### config.mk
export PLATFORM = sky130hd
export DESIGN_NAME = fm_dds_sequencer
export DESIGN_NICKNAME = d
export VERILOG_FILES = /design/src/rtl/fm_seq_pkg.sv /design/src/rtl/fm_tick_gen.sv /design/src/rtl/fm_word_calc.sv /design/src/rtl/fm_byte_loader.sv /design/src/rtl/fm_dds_sequencer.sv
export SDC_FILE = /design/constraint.sdc
export NUM_CORES = 1
export LEC_CHECK = 0
export ABC_AREA = 1
export BUFFER_PORTS_ARGS = -buffer_cell sky130_fd_sc_hd__buf_4
export CAP_MARGIN = 20
export CORE_MARGIN = 5
export CORE_UTILIZATION = 50
export CTS_CLUSTER_DIAMETER = 150
export DETAILED_ROUTE_END_ITERATION = 8
export PLACE_DENSITY = 0.69
export SYNTH_ARGS = -nofsm -noshare
export SYNTH_HDL_FRONTEND = slang
export SYNTH_SLANG_ARGS = --single-unit
### constraint.sdc
create_clock -name clk_i -period 11.1 [get_ports clk_i]
set_input_delay 1.665 -clock clk_i [delete_from_list [all_inputs] [get_ports clk_i]]
set_output_delay 1.665 -clock clk_i [all_outputs]
set_load 0.05 [all_outputs]
### src/rtl/fm_seq_pkg.sv
`timescale 1ns/1ps
package fm_seq_pkg;

  typedef enum logic [1:0] {
    DEV_NARROW = 2'b00,
    DEV_WIDE   = 2'b01,
    DEV_BROAD  = 2'b10,
    DEV_NONE   = 2'b11
  } dev_mode_e;

  localparam int TONE_PTS  = 20;
  localparam int IDX_W     = $clog2(TONE_PTS);
  localparam int SINE_W    = 12;
  localparam int SINE_FRAC = 10;

  // 20-point sine, full scale 1024, built from one quarter wave
  function automatic logic signed [SINE_W-1:0] sine_at(input logic [IDX_W-1:0] k);
    logic [IDX_W-1:0]  r;
    logic [SINE_W-1:0] mag;
    r = (k >= IDX_W'(10)) ? k - IDX_W'(10) : k;
    if (r > IDX_W'(5)) r = IDX_W'(10) - r;
    case (r[2:0])
      3'd0:    mag = 12'd0;
      3'd1:    mag = 12'd316;
      3'd2:    mag = 12'd602;
      3'd3:    mag = 12'd828;
      3'd4:    mag = 12'd974;
      default: mag = 12'd1024;
    endcase
    return (k >= IDX_W'(10)) ? -$signed(mag) : $signed(mag);
  endfunction

endpackage

### src/rtl/fm_tick_gen.sv
`timescale 1ns/1ps
module fm_tick_gen
  import fm_seq_pkg::*;
#(
  parameter int SAMPLE_DIV = 10000
) (
  input  logic             clk_i,
  input  logic             rst_ni,
  input  logic             en_i,
  output logic             tick_o,
  output logic [IDX_W-1:0] idx_o
);
  localparam int CNT_W = $clog2(SAMPLE_DIV + 1);

  logic [CNT_W-1:0] cnt_q;
  logic [IDX_W-1:0] idx_q;

  assign tick_o = en_i && (cnt_q == CNT_W'(SAMPLE_DIV - 1));
  assign idx_o  = idx_q;

  always_ff @(posedge clk_i or negedge rst_ni) begin
    if (!rst_ni) begin
      cnt_q <= '0;
      idx_q <= '0;
    end else if (!en_i) begin
      cnt_q <= '0;
      idx_q <= '0;
    end else if (tick_o) begin
      cnt_q <= '0;
      idx_q <= (idx_q == IDX_W'(TONE_PTS - 1)) ? '0 : idx_q + 1'b1;
    end else begin
      cnt_q <= cnt_q + 1'b1;
    end
  end

  // tone phase restarts at sample 0 whenever modulation is off
  p_phase_restart_r6: assert property (@(posedge clk_i) disable iff (!rst_ni)
    !en_i |=> (idx_o == '0));

  // ticks never come back to back
  p_tick_spacing_r5: assert property (@(posedge clk_i) disable iff (!rst_ni)
    tick_o |=> !tick_o);

endmodule

### src/rtl/fm_word_calc.sv
`timescale 1ns/1ps
module fm_word_calc
  import fm_seq_pkg::*;
#(
  parameter int                WORD_W = 32,
  parameter logic [WORD_W-1:0] DEV_NB = 51540,
  parameter logic [WORD_W-1:0] DEV_WB = 103079,
  parameter logic [WORD_W-1:0] DEV_BC = 1717987
) (
  input  logic [WORD_W-1:0] carrier_i,
  input  dev_mode_e         mode_i,
  input  logic [IDX_W-1:0]  idx_i,
  output logic [WORD_W-1:0] word_o
);
  localparam int PROD_W = SINE_W + WORD_W + 1;

  logic [WORD_W-1:0]        dev;
  logic signed [SINE_W-1:0] sine_v;
  logic signed [PROD_W-1:0] prod;
  logic                     unused_prod;

  always_comb begin
    unique case (mode_i)
      DEV_NARROW: dev = DEV_NB;
      DEV_WIDE:   dev = DEV_WB;
      DEV_BROAD:  dev = DEV_BC;
      default:    dev = '0;
    endcase
  end

  assign sine_v = sine_at(idx_i);
  assign prod   = sine_v * $signed({1'b0, dev});
  // arithmetic shift: floor of the scaled offset, wraps mod 2^WORD_W
  assign word_o = carrier_i + prod[SINE_FRAC +: WORD_W];
  assign unused_prod = ^{prod[PROD_W-1:SINE_FRAC+WORD_W], prod[SINE_FRAC-1:0]};

endmodule

### src/rtl/fm_byte_loader.sv
`timescale 1ns/1ps
module fm_byte_loader #(
  parameter int         WORD_W    = 32,
  parameter logic [7:0] CTRL_BYTE = 8'h00
) (
  input  logic              clk_i,
  input  logic              rst_ni,
  input  logic              start_i,
  input  logic [WORD_W-1:0] word_i,
  output logic              idle_o,
  output logic [7:0]        data_o,
  output logic              wr_o,
  output logic              fq_ud_o
);
  localparam int N_BYTES = WORD_W / 8 + 1;
  localparam int FRAME_W = 8 * N_BYTES;
  localparam int BCNT_W  = $clog2(N_BYTES);

  typedef enum logic [1:0] {L_IDLE, L_SETUP, L_STROBE, L_UPDATE} lstate_e;

  lstate_e            state_q;
  logic [FRAME_W-1:0] frame_q;
  logic [BCNT_W-1:0]  byte_q;

  always_ff @(posedge clk_i or negedge rst_ni) begin
    if (!rst_ni) begin
      state_q <= L_IDLE;
      frame_q <= '0;
      byte_q  <= '0;
    end else begin
      unique case (state_q)
        L_IDLE: if (start_i) begin
          frame_q <= {CTRL_BYTE, word_i};
          byte_q  <= '0;
          state_q <= L_SETUP;
        end
        L_SETUP: state_q <= L_STROBE;
        L_STROBE: begin
          if (byte_q == BCNT_W'(N_BYTES - 1)) begin
            state_q <= L_UPDATE;
          end else begin
            byte_q  <= byte_q + 1'b1;
            frame_q <= frame_q << 8;
            state_q <= L_SETUP;
          end
        end
        default: state_q <= L_IDLE;
      endcase
    end
  end

  assign idle_o  = (state_q == L_IDLE);
  assign wr_o    = (state_q == L_STROBE);
  assign fq_ud_o = (state_q == L_UPDATE);
  assign data_o  = (state_q == L_SETUP || state_q == L_STROBE) ? frame_q[FRAME_W-1 -: 8] : 8'h00;

  // byte is already valid the cycle before its strobe
  p_data_hold_r2: assert property (@(posedge clk_i) disable iff (!rst_ni)
    wr_o |-> $stable(data_o));

  // update follows the strobe of the last byte
  p_update_after_last_r3: assert property (@(posedge clk_i) disable iff (!rst_ni)
    fq_ud_o |-> ($past(wr_o) && $past(byte_q) == BCNT_W'(N_BYTES - 1)));

  // strobe and update are exclusive; update lasts one cycle
  p_exclusive_r3: assert property (@(posedge clk_i) disable iff (!rst_ni)
    fq_ud_o |-> !wr_o);
  p_update_single_r3: assert property (@(posedge clk_i) disable iff (!rst_ni)
    fq_ud_o |=> !fq_ud_o);

endmodule

### src/rtl/fm_dds_sequencer.sv
`timescale 1ns/1ps
module fm_dds_sequencer
  import fm_seq_pkg::*;
#(
  parameter int                WORD_W     = 32,
  parameter int                SAMPLE_DIV = 10000,
  parameter int                RST_CYCLES = 16,
  parameter logic [7:0]        CTRL_BYTE  = 8'h00,
  parameter logic [WORD_W-1:0] DEV_NB     = 51540,
  parameter logic [WORD_W-1:0] DEV_WB     = 103079,
  parameter logic [WORD_W-1:0] DEV_BC     = 1717987
) (
  input  logic              clk_i,
  input  logic              rst_ni,
  input  logic [WORD_W-1:0] carrier_word_i,
  input  logic [1:0]        dev_mode_i,
  input  logic              mod_en_i,
  output logic [7:0]        dds_data_o,
  output logic              dds_wr_o,
  output logic              dds_fq_ud_o,
  output logic              dds_rst_o
);
  localparam int RC_W = $clog2(RST_CYCLES + 1);

  logic [RC_W-1:0]   rst_cnt_q;
  logic              tick;
  logic [IDX_W-1:0]  idx;
  logic [WORD_W-1:0] mod_word, send_word, last_q;
  logic              sent_valid_q, load_idle, load_start;

  // stretched synthesizer reset
  assign dds_rst_o = (rst_cnt_q != RC_W'(RST_CYCLES));
  always_ff @(posedge clk_i or negedge rst_ni) begin
    if (!rst_ni)        rst_cnt_q <= '0;
    else if (dds_rst_o) rst_cnt_q <= rst_cnt_q + 1'b1;
  end

  fm_tick_gen #(.SAMPLE_DIV(SAMPLE_DIV)) u_tick (
    .clk_i  (clk_i),
    .rst_ni (rst_ni),
    .en_i   (mod_en_i),
    .tick_o (tick),
    .idx_o  (idx)
  );

  fm_word_calc #(
    .WORD_W (WORD_W),
    .DEV_NB (DEV_NB),
    .DEV_WB (DEV_WB),
    .DEV_BC (DEV_BC)
  ) u_calc (
    .carrier_i (carrier_word_i),
    .mode_i    (dev_mode_e'(dev_mode_i)),
    .idx_i     (idx),
    .word_o    (mod_word)
  );

  assign send_word = mod_en_i ? mod_word : carrier_word_i;

  // ticks landing on a busy loader are dropped
  assign load_start = load_idle && !dds_rst_o &&
                      (mod_en_i ? tick : (!sent_valid_q || carrier_word_i != last_q));

  always_ff @(posedge clk_i or negedge rst_ni) begin
    if (!rst_ni) begin
      last_q       <= '0;
      sent_valid_q <= 1'b0;
    end else if (load_start) begin
      last_q       <= send_word;
      sent_valid_q <= 1'b1;
    end
  end

  fm_byte_loader #(
    .WORD_W    (WORD_W),
    .CTRL_BYTE (CTRL_BYTE)
  ) u_load (
    .clk_i   (clk_i),
    .rst_ni  (rst_ni),
    .start_i (load_start),
    .word_i  (send_word),
    .idle_o  (load_idle),
    .data_o  (dds_data_o),
    .wr_o    (dds_wr_o),
    .fq_ud_o (dds_fq_ud_o)
  );

  // bus quiet while the synthesizer is held in reset
  p_quiet_in_reset_r1: assert property (@(posedge clk_i) disable iff (!rst_ni)
    dds_rst_o |-> (!dds_wr_o && !dds_fq_ud_o));

  // idle mode never starts a load for an already-sent carrier
  p_no_repeat_r8: assert property (@(posedge clk_i) disable iff (!rst_ni)
    (!mod_en_i && sent_valid_q && $stable(carrier_word_i) && $past(load_idle) && load_idle
     && !$past(mod_en_i)) |-> !load_start);

endmodule

# After elaboration in Yosys (flattened, before gate mapping)

Index checks and enable logic that the tools add are counted.

Register bits after elaboration: 102
Latch bits: 0
RAM bits: 0
ROM bits: 0
Memories kept: 0

$add $sub $neg: 8
$mul: 1
Div/mod/pow operators: 0
Magnitude comparators: 2
Equal/unequal tests: 17
Shift operators: 0
Multiplexer cells: 22
Bitwise gates (word level): 0
Reductions and logical operators: 12

Operator list:

| operator                                                          | count |
|---|---|
| two-way mux 40 bit                                                | 2 |
| case mux 40 bit (2 select lines)                                  | 1 |
| case mux 21 bit (3 select lines)                                  | 1 |
| case mux 11 bit (5 select lines)                                  | 1 |
| multiplier 12 x 22 -> 34 bit                                      | 1 |
| adder 32 bit                                                      | 1 |
| two-way mux 32 bit                                                | 1 |
| inequality test 32 bit                                            | 1 |
| two-way mux 14 bit                                                | 2 |
| two-way mux 5 bit                                                 | 4 |
| adder 14 x 1 -> 14 bit, second input constant                     | 1 |
| equality test 14 bit, second input constant                       | 1 |
| two-way mux 12 bit                                                | 1 |
| negator 11 -> 12 bit                                              | 1 |
| adder 5 x 1 -> 5 bit, second input constant                       | 2 |
| two-way mux 3 bit                                                 | 3 |
| two-way mux 8 bit                                                 | 1 |
| equality test 2 bit, second input constant                        | 3 |
| equality test 3 x 2 -> 1 bit, second input constant               | 2 |
| equality test 3 bit, second input constant                        | 2 |
| case mux 2 bit (3 select lines)                                   | 1 |
| case mux 3 bit (2 select lines)                                   | 1 |
| equality test 5 bit, second input constant                        | 1 |
| greater-or-equal comparator 5 x 4 -> 1 bit, second input constant | 1 |
| other kinds (18)                                                  | 26 |

# Depth between registers and ports, before layout

Gate-level depths: netlist of run 1.

Depth in word-level cells: 13
Mapped depth: 63

# Cells and area by module

A second synthesis of run 1 with hierarchy kept.

Cell total of the unflattened synthesis: 1,975
Area, all modules: 14,540.2 µm²

By module, submodules not included:

| module           | instances | cells each | area each (µm²) |
|---|---|---|---|
| fm_word_calc     | 1         | 1,112      | 8,549.4 |
| fm_dds_sequencer | 1         | 388        | 2,509.9 |
| fm_byte_loader   | 1         | 334        | 2,412.3 |
| fm_tick_gen      | 1         | 141        | 1,068.5 |

# Least setup slack after synthesis of run 1

Ideal clock, no wire load.

Kind: reg2reg
Start point: reg u_tick.idx_q[1] (netlist: u_tick.idx_o[1])
End point: reg u_load.frame_q[29]
Arrival: 9,145 ps
Required time: 10,968 ps
Path slack: 1,822 ps
Cell stages (with the launch flop): 57
Buffers on the path: 1
Period minus slack after synthesis: 9,278 ps
Cell sequence: dfrtp_1 -> inv_1 -> ha_1 -> inv_1 -> nand2_2 -> nand3_4 -> nand2_2 -> nand2_4 -> ha_1 -> nand3b_1 -> nand2_2 -> nand2_4 -> nand2_4 -> clkinv_4 -> nand2_4 -> nand2_4 -> clkbuf_1 -> ha_1 -> [21 not listed] -> nand2_4 -> a21oi_2 -> o21ai_2 -> xor2_1 -> ha_1 -> nand2_1 -> nor2_1 -> nand3_1 -> o2111ai_1 -> a31oi_1 -> o21bai_1 -> a21oi_1 -> o21bai_1 -> xor2_1 -> o21ai_0 -> nand2_1 -> nand2_1 -> o21ai_0

Cells in the longest elaborated chain, start to end: 13
Elaborated cells on any way between the ends: 19

Ends and longest elaborated chain:

| element                                                                                        | line                               | text |
|---|---|---|
| from (decl)                                                                                    | fm_tick_gen.sv:16                  | `logic [IDX_W-1:0] idx_q;` |
| from (signal assigned)                                                                         | fm_tick_gen.sv:30                  | `idx_q <= (idx_q == IDX_W'(TONE_PTS - 1)) ? '0 : idx_q + 1'b1;` |
| subtractor 5 x 4 -> 5 bit / greater-or-equal comparator 5 x 4 -> 1 bit (equally long branches) | fm_seq_pkg.sv:20, fm_seq_pkg.sv:30 |  |
| two-way mux 5 bit                                                                              | fm_seq_pkg.sv:20                   | `r = (k >= IDX_W'(10)) ? k - IDX_W'(10) : k;` |
| greater-than comparator 5 x 3 -> 1 bit / subtractor 2 x 3 -> 3 bit (equally long branches)     | fm_seq_pkg.sv:21                   | `if (r > IDX_W'(5)) r = IDX_W'(10) - r;` |
| two-way mux 3 bit                                                                              | fm_seq_pkg.sv:21                   |  |
| equality test 3 bit, or another cell as far along                                              | fm_seq_pkg.sv:22                   | `case (r[2:0])` |
| case mux 11 bit (5 select lines)                                                               | fm_seq_pkg.sv:22                   |  |
| negator 11 -> 12 bit                                                                           | fm_seq_pkg.sv:30                   | `return (k >= IDX_W'(10)) ? -$signed(mag) : $signed(mag);` |
| two-way mux 12 bit *                                                                           | fm_seq_pkg.sv:30                   |  |
| multiplier 12 x 22 -> 34 bit *                                                                 | fm_word_calc.sv:32                 | `assign prod = sine_v * $signed({1'b0, dev});` |
| adder 32 bit *                                                                                 | fm_word_calc.sv:34                 | `assign word_o = carrier_i + prod[SINE_FRAC +: WORD_W];` |
| two-way mux 32 bit *                                                                           | fm_dds_sequencer.sv:58             | `assign send_word = mod_en_i ? mod_word : carrier_word_i;` |
| two-way mux 40 bit *                                                                           | fm_byte_loader.sv:32               | `L_IDLE: if (start_i) begin` |
| case mux 40 bit (2 select lines) *                                                             | fm_byte_loader.sv:31               | `unique case (state_q)` |
| to (signal assigned)                                                                           | fm_byte_loader.sv:33               | `frame_q <= {CTRL_BYTE, word_i};` |
| to (signal assigned)                                                                           | fm_byte_loader.sv:43               | `frame_q <= frame_q << 8;` |
| to (decl)                                                                                      | fm_byte_loader.sv:22               | `logic [FRAME_W-1:0] frame_q;` |

Mark *: on every way between the ends. The rest lies on a longest branch, timed or not. The select of a mux whose other input is x is not followed.
A chain may end at the register's enable or synchronous reset.

# Worst setup path in the final report of run 1

Start point: reg u_tick.idx_q[1] (netlist: u_tick.idx_o[1])
End point: reg u_load.frame_q[25]

Same word-level chain as after synthesis.

==> metrics, run 1 <==
Cell Area, Placed 0.0144 mm2; Final Critical Period 10.37 ns; Num CTS Buffers 9; H-tree levels 3; sequential-to-total area share from yosys stat 0.186; clock root cell clkbuf_16; Die H 176 um; Synth async-reset ratio 1.00; first-pass GRT wire length 56600 um; io pins 48; number of fill cells 2570; DR DRC count 0; DIE WIDTH 176 um; Design Area, Final 0.0147 mm2; # Post-CTS Setup Buffers 0; Avg Synthesized Cell Area 7.99 um2; most common flop cell mapped by yosys dfrtp_1; Slowest-stage cell, CP fa_1; Antenna Diode Count 0; row count 60; Initial DRT Pass Iterations 6; biggest cell delay along the critical path 0.60 ns; Post-Synth XOR/XNOR Area 0.0479; period utilisation layout 0.934; Critical path origin u_tick.idx_o[1]$_DFFE_PN0P_; Pleak 0.00804 uW; Initial Util 0.508; Vias/cell 5.36; cts hold-fix bufs 0; YS warnings 0; Worst Hold Launch u_tick.cnt_q[0]$_DFF_PN0_; worst endpoint required time 11.35 ns; WP data arrival 10.62 ns; Startpoint Class flop; Worst-Skew Late Latency 0.36 ns; Final Hold Viols 0; Worst Setup End Kind flop; final number of max-transition violations 0; number of DRC markers in iteration 0 925; pin count of the biggest net entering global routing 56; Final GP Congestion 1.04; Routed Antenna Nets 0; PD cells 101 mW/mm2; mux cell area share after synthesis 0.00438; Slew @ Worst Pin 0.734 ns; initial antenna violation count 0; Slew headroom 0.510; wire per inst 16.2 um; # nets final 2091; setup_tns 0 ns; post-synthesis cell type count 55; post-synthesis adder-cell area fraction 0.356; gr ovfl total 0; crit path kind reg -> reg; Sink Count 102; gate count of the mapped netlist 1717; Worst-path clk slew 0.08 ns; number of synthesized flops with an enable pin 0; vias in the first global route 11200; maxcap violations 0; WL final 34100 um; Longest Clk Path Bufs 2; detailed-route via count 11200; synthesized cell area 0.0137 mm2; layout cells sized above 1 0.0775; CTS tree done; commonest non-fill, non-tap cell in the layout inv_1; combinational family with the most area after synthesis adder cells; Final setup viols 0; commonest non-fill, non-tap cells in the layout inv_1 (356), nand2_1 (290), ha_1 (160); Reg-to-Reg Start u_tick.idx_o[1]$_DFFE_PN0P_; FMAX 0.0965 GHz; area grow syn2layout 7.47%; compound-gate portion of the synthesized area 0.120; status completed; number of port buffers 47; skew final 0.0121 ns; DP HPWL 28700 um; CP most frequent cell inv_1; Synth Net Count 2058; crit-path max FO 10; Synth Area in Simple Gates 0.175; Peak supply drop 0.000144 V; number of synthesized register bits 102; Core ar. 0.0270 mm2; HP Class reg -> reg; GR Util All Layers 0.226; RSZ-0062 raised after global routing false; Die Area 0.0309 mm2
cell usage after synthesis (8+ instances only):
cell | n | share of area
nand4_1 | 11 | 0.0050
o21a_1 | 9 | 0.0049
nand3_1 | 44 | 0.016
ha_1 | 160 | 0.15
xnor2_1 | 23 | 0.015
fa_1 | 144 | 0.21
nand2_2 | 18 | 0.0082
o21ai_0 | 105 | 0.038
a31oi_1 | 13 | 0.0059
o211ai_1 | 15 | 0.0082
nor3_1 | 17 | 0.0062
nand2_4 | 11 | 0.0090
clkbuf_1 | 25 | 0.0068
dfrtp_1 | 102 | 0.19
nor2_1 | 132 | 0.036
nand2_1 | 290 | 0.079
a21oi_1 | 90 | 0.033
xor2_1 | 52 | 0.033
inv_1 | 356 | 0.097
o21ai_1 | 8 | 0.0029
stage by stage:
stage | setup WS, ns | hold WS (ns) | utilization | total power (uW) | cells
after detailed placement | 0.588 | 0.449 | 0.534 | 1170 | 2080
after floorplan | 1.82 | 0.422 | - | 1010 | 1717
after global routing | 0.0165 | 0.498 | 0.546 | 1610 | 2096
after global placement | 0.941 | 0.444 | 0.534 | 1160 | 2080
after CTS | 0.545 | 0.465 | 0.545 | 1500 | 2096
final | 0.732 | 0.463 | 0.546 | 1500 | 2096
worst paths after layout:
| path | to | slack (ns) | cells past startpoint |
|---|---|---|---|
| hold / removal | u_tick.cnt_q[0]$_DFF_PN0_ | 0.46 | 1 |
| min in group asynchronous | rst_cnt_q[2]$_DFFE_PN0P_ | 1.35 | 1 |
| hold reg to reg | u_tick.cnt_q[0]$_DFF_PN0_ | 0.46 | 1 |
| setup reg to reg | u_load.frame_q[25]$_DFFE_PN0P_ | 0.73 | 53 |
| max in group asynchronous | last_q[27]$_DFFE_PN0P_ | 8.60 | 2 |
| setup / recovery | u_load.frame_q[25]$_DFFE_PN0P_ | 0.73 | 53 |
area by class of cell:
cell class / count / area (um2) / area share
Clock inverter: 7 / 75.1 / 0.00509
Inverter: 367 / 1380 / 0.0937
Clock buffer: 9 / 225 / 0.0153
Tap cell: 341 / 427 / 0.0289
Sequential cell: 102 / 2550 / 0.173
Timing Repair Buffer: 55 / 413 / 0.0280
Multi-Input combinational cell: 1215 / 9670 / 0.656
routing by layer:
| metal | wire length, um | global-route usage |
|---|---|---|
| met4 | 385 | 0.0348 |
| met5 | 0 | 0.0112 |
| met1 | 15600 | 0.323 |
| met3 | 2280 | 0.0471 |
| met2 | 15800 | 0.362 |
report_power, final:
| group | total, uW | switching (uW) | internal, uW |
|---|---|---|---|
| Clock | 322 | 162 | 160 |
| Sequential | 597 | 85.7 | 511 |
| Combinational | 578 | 387 | 191 |
cell families after synthesis:
family	Yosys count
AO/OA/AOI/OAI	284
XOR/XNOR	75
adder cells (fa/ha/maj)	304
buffers and inverters	400
flip-flops	102
multiplexers	6
other	1
AND/OR/NAND/NOR	545
flip-flops by register name, indices dropped and copies added, names as in the netlist:
signal          cells
u_load.frame_q     40
u_load.state_q      2
u_load.byte_q       3
u_tick.cnt_q       14
last_q             32
sent_valid_q        1
u_tick.idx_o        5
rst_cnt_q           5
what timing repair did:
action                                  in CTS  in global routing
resized for setup                            0                  5
endpoints found under the setup margin       0                 18
endpoints found under the hold margin        0                  0
worst max-delay path: cells and delay by family, from the launching register on:
family	cells	cell delay, ns
flip-flops	1	0.46
XOR/XNOR	2	0.31
buffers and inverters	7	0.63
AND/OR/NAND/NOR	21	2.43
AO/OA/AOI/OAI	13	2.37
adder cells (fa/ha/maj)	10	4.05
(Power assumes the default switching activity.)
==> inputs of run 2 (changes only) <==
- PLACE_DENSITY: 0.69 -> 0.66
==> run 2 against run 1 <==
Sequential share of layout area barely moved. Clock power decreased by 6%. Sequential cell count stayed put. Setup slack got worse by 0.084 ns. Register-to-register slack got worse by 0.08 ns. Critical path depth is 1 lower. Clock skew grew 0.0026 ns. Largest cell class unchanged.
==> metrics, run 2 (synthesis gave the netlist of run 1 again) <==
Worst Hold Path EP sent_valid_q$_DFFE_PN0P_ (was u_tick.cnt_q[0]$_DFF_PN0_); Pleak 0.00804 uW (about the same); RSZ-0062 raised after global routing true (was false); Final Critical Period 10.45 ns (was 10.37 ns); number of DRC markers in iteration 0 837 (was 925); Final GP Congestion 0.953 (was 1.04); Top reg by flops u_load.frame_q (unchanged); reg-to-reg critical path endpoint u_load.frame_q[29]$_DFFE_PN0P_ (was u_load.frame_q[25]$_DFFE_PN0P_); GR Util All Layers 0.233 (was 0.226); number of flip-flops in the largest register 40 (unchanged); worst endpoint required time 11.32 ns (was 11.35 ns); Peak supply drop 0.000101 V (was 0.000144 V); Placement Setup Slack 0.333 ns (was 0.588 ns); Core ar. 0.0270 mm2 (unchanged); Worst-Skew Late Latency 0.35 ns (was 0.36 ns); Routed Antenna Nets 0 (unchanged); # Post-CTS Setup Buffers 0 (unchanged); final worst setup slack 0.649 ns (was 0.732 ns); pin count of the biggest net entering global routing 64 (was 56); Initial DRT Pass Iterations 4 (was 6); initial antenna violation count 1 (was 0); final number of max-transition violations 0 (unchanged); DIE WIDTH 176 um (unchanged); dpl cells 2082 (was 2080); # nets final 2093 (was 2091); cells on worst reg2reg path 52 (was 53); Slowest-stage cell, CP fa_1 (unchanged); row count 60 (unchanged); R2R setup slack 0.65 ns (was 0.73 ns); io pins 48 (unchanged); commonest non-fill, non-tap cell in the layout inv_1 (unchanged); Final Hold Viols 0 (unchanged); Longest Clk Path Bufs 2 (unchanged); Startpoint Class flop (unchanged); crit path kind reg -> reg (unchanged); maxcap violations 0 (unchanged); area grow syn2layout 7.50% (was 7.47%); commonest non-fill, non-tap cells in the layout inv_1 (356), nand2_1 (290), ha_1 (160) (unchanged); DP HPWL 29800 um (was 28700 um); Die H 176 um (unchanged); first-pass GRT wire length 57800 um (was 56600 um); clock root cell clkbuf_16 (unchanged); gr ovfl total 0 (unchanged); Antenna Diode Count 0 (unchanged); setup_tns 0 ns (unchanged); biggest cell delay along the critical path 0.56 ns (was 0.60 ns); HP Class reg -> reg (unchanged); Slew @ Worst Pin 0.805 ns (was 0.734 ns); detailed-route via count 11100 (was 11200); wire per inst 16.7 um (was 16.2 um); CP most frequent cell nand2_1 (was inv_1); Vias/cell 5.31 (was 5.36); WL final 35000 um (was 34100 um); vias in the first global route 11100 (was 11200); Num CTS Buffers 9 (unchanged); Reg-to-Reg Start u_tick.idx_o[1]$_DFFE_PN0P_ (unchanged); CTS tree done (unchanged); Sink Count 102 (unchanged); status completed (unchanged); crit-path max FO 10 (unchanged); Initial Util 0.508 (unchanged); WP data arrival 10.67 ns (was 10.62 ns); H-tree levels 3 (unchanged); Post-Layout Cell Count 2097 (was 2096); Worst-path clk slew 0.08 ns (about the same); Die Area 0.0309 mm2 (unchanged); Final setup viols 0 (unchanged); PD cells 101 mW/mm2 (about the same); Worst Hold Launch sent_valid_q$_DFFE_PN0P_ (was u_tick.cnt_q[0]$_DFF_PN0_); layout cells sized above 1 0.0780 (was 0.0775); DR DRC count 0 (unchanged); Hold WS 0.456 ns (was 0.463 ns); largest registers u_load.frame_q (40), last_q (32), u_tick.cnt_q (14) (unchanged); Slew headroom 0.463 (was 0.510); period utilisation layout 0.942 (was 0.934); Worst Setup End Kind flop (unchanged); number of port buffers 47 (unchanged); skew final 0.0147 ns (was 0.0121 ns); FMAX 0.0957 GHz (was 0.0965 GHz); hold depth 2 (was 1)
-- run 2: cell types whose count changed in the layout (fill, tap and decap cells not counted), sizes merged --
cell and change:
inv -1, clkinv +1, buf +2, clkinvlp -1
-- run 2: cell type report --
cell class / count / area [um2]
Clock buffer: 9 / 225
Clock inverter: 6 / 55.1
Fill cell: 2615 / 12300
Inverter: 367 / 1380
Multi-Input combinational cell: 1215 / 9680
Sequential cell: 102 / 2550
Tap cell: 341 / 427
Timing Repair Buffer: 57 / 428
-- run 2: through the flow --
| stage | power (uW) | utilization | instance area (um2) |
|---|---|---|---|
| 2_1_floorplan | 1010 | - | 13700 |
| 3_3_place_gp | 1170 | 0.535 | 14400 |
| 3_5_place_dp | 1180 | 0.535 | 14400 |
| 4_1_cts | 1490 | 0.545 | 14700 |
| 5_1_grt | 1600 | 0.546 | 14800 |
| 6_report | 1490 | 0.546 | 14800 |
-- run 2: worst max-delay path by stage --
| stage | startpoint | endpoint | slack [ns] | depth (start not counted) |
|---|---|---|---|---|
| 5_1_grt | u_tick.idx_o[1]$_DFFE_PN0P_ | u_load.frame_q[30]$_DFFE_PN0P_ | -0.01 | 55 |
| 6_report | u_tick.idx_o[1]$_DFFE_PN0P_ | u_load.frame_q[29]$_DFFE_PN0P_ | 0.65 | 52 |
| 2_1_floorplan | u_tick.idx_o[1]$_DFFE_PN0P_ | u_load.frame_q[29]$_DFFE_PN0P_ | 1.82 | 56 |
| 3_3_place_gp | u_tick.idx_o[1]$_DFFE_PN0P_ | u_load.frame_q[29]$_DFFE_PN0P_ | 0.46 | 52 |
| 4_1_cts | u_tick.idx_o[1]$_DFFE_PN0P_ | u_load.frame_q[29]$_DFFE_PN0P_ | 0.28 | 52 |
| 3_5_place_dp | u_tick.idx_o[1]$_DFFE_PN0P_ | u_load.frame_q[29]$_DFFE_PN0P_ | 0.33 | 52 |
-- run 2: per-layer routing --
metal / vias to the layer above / share of wire / global-route usage
li1: 5487 / - / -
met1: 5361 / 0.49 / 0.350
met2: 269 / 0.44 / 0.355
met3: 24 / 0.068 / 0.0553
met4: 2 / 0.0072 / 0.0260
met5: - / 0.00020 / 0
-- run 2: timing repair --
action | CTS | global route
gates resized for setup | 0 | 7
endpoints found under the setup margin | 0 | 22
hold buffers | 0 | 0
-- run 2: critical path: cells and delay by family (launching register included) --
family	cells	cell delay, ns
DFF	1	0.44
xor gates and xnor gates	2	0.30
buffers and inverters	7	0.77
AOI/OAI and AO/OA	11	2.08
and+or+nand+nor	22	2.67
adders and majority gates	10	4.05
-- run 2: report_power, final --
group / leakage [uW] / total, uW / internal, uW / switching (uW)
registers: 0.00129 / 597 / 511 / 85.3
logic: 0.00661 / 584 / 192 / 393
clock network: 0.000138 / 304 / 155 / 149
total: 0.00804 / 1490 / 858 / 627
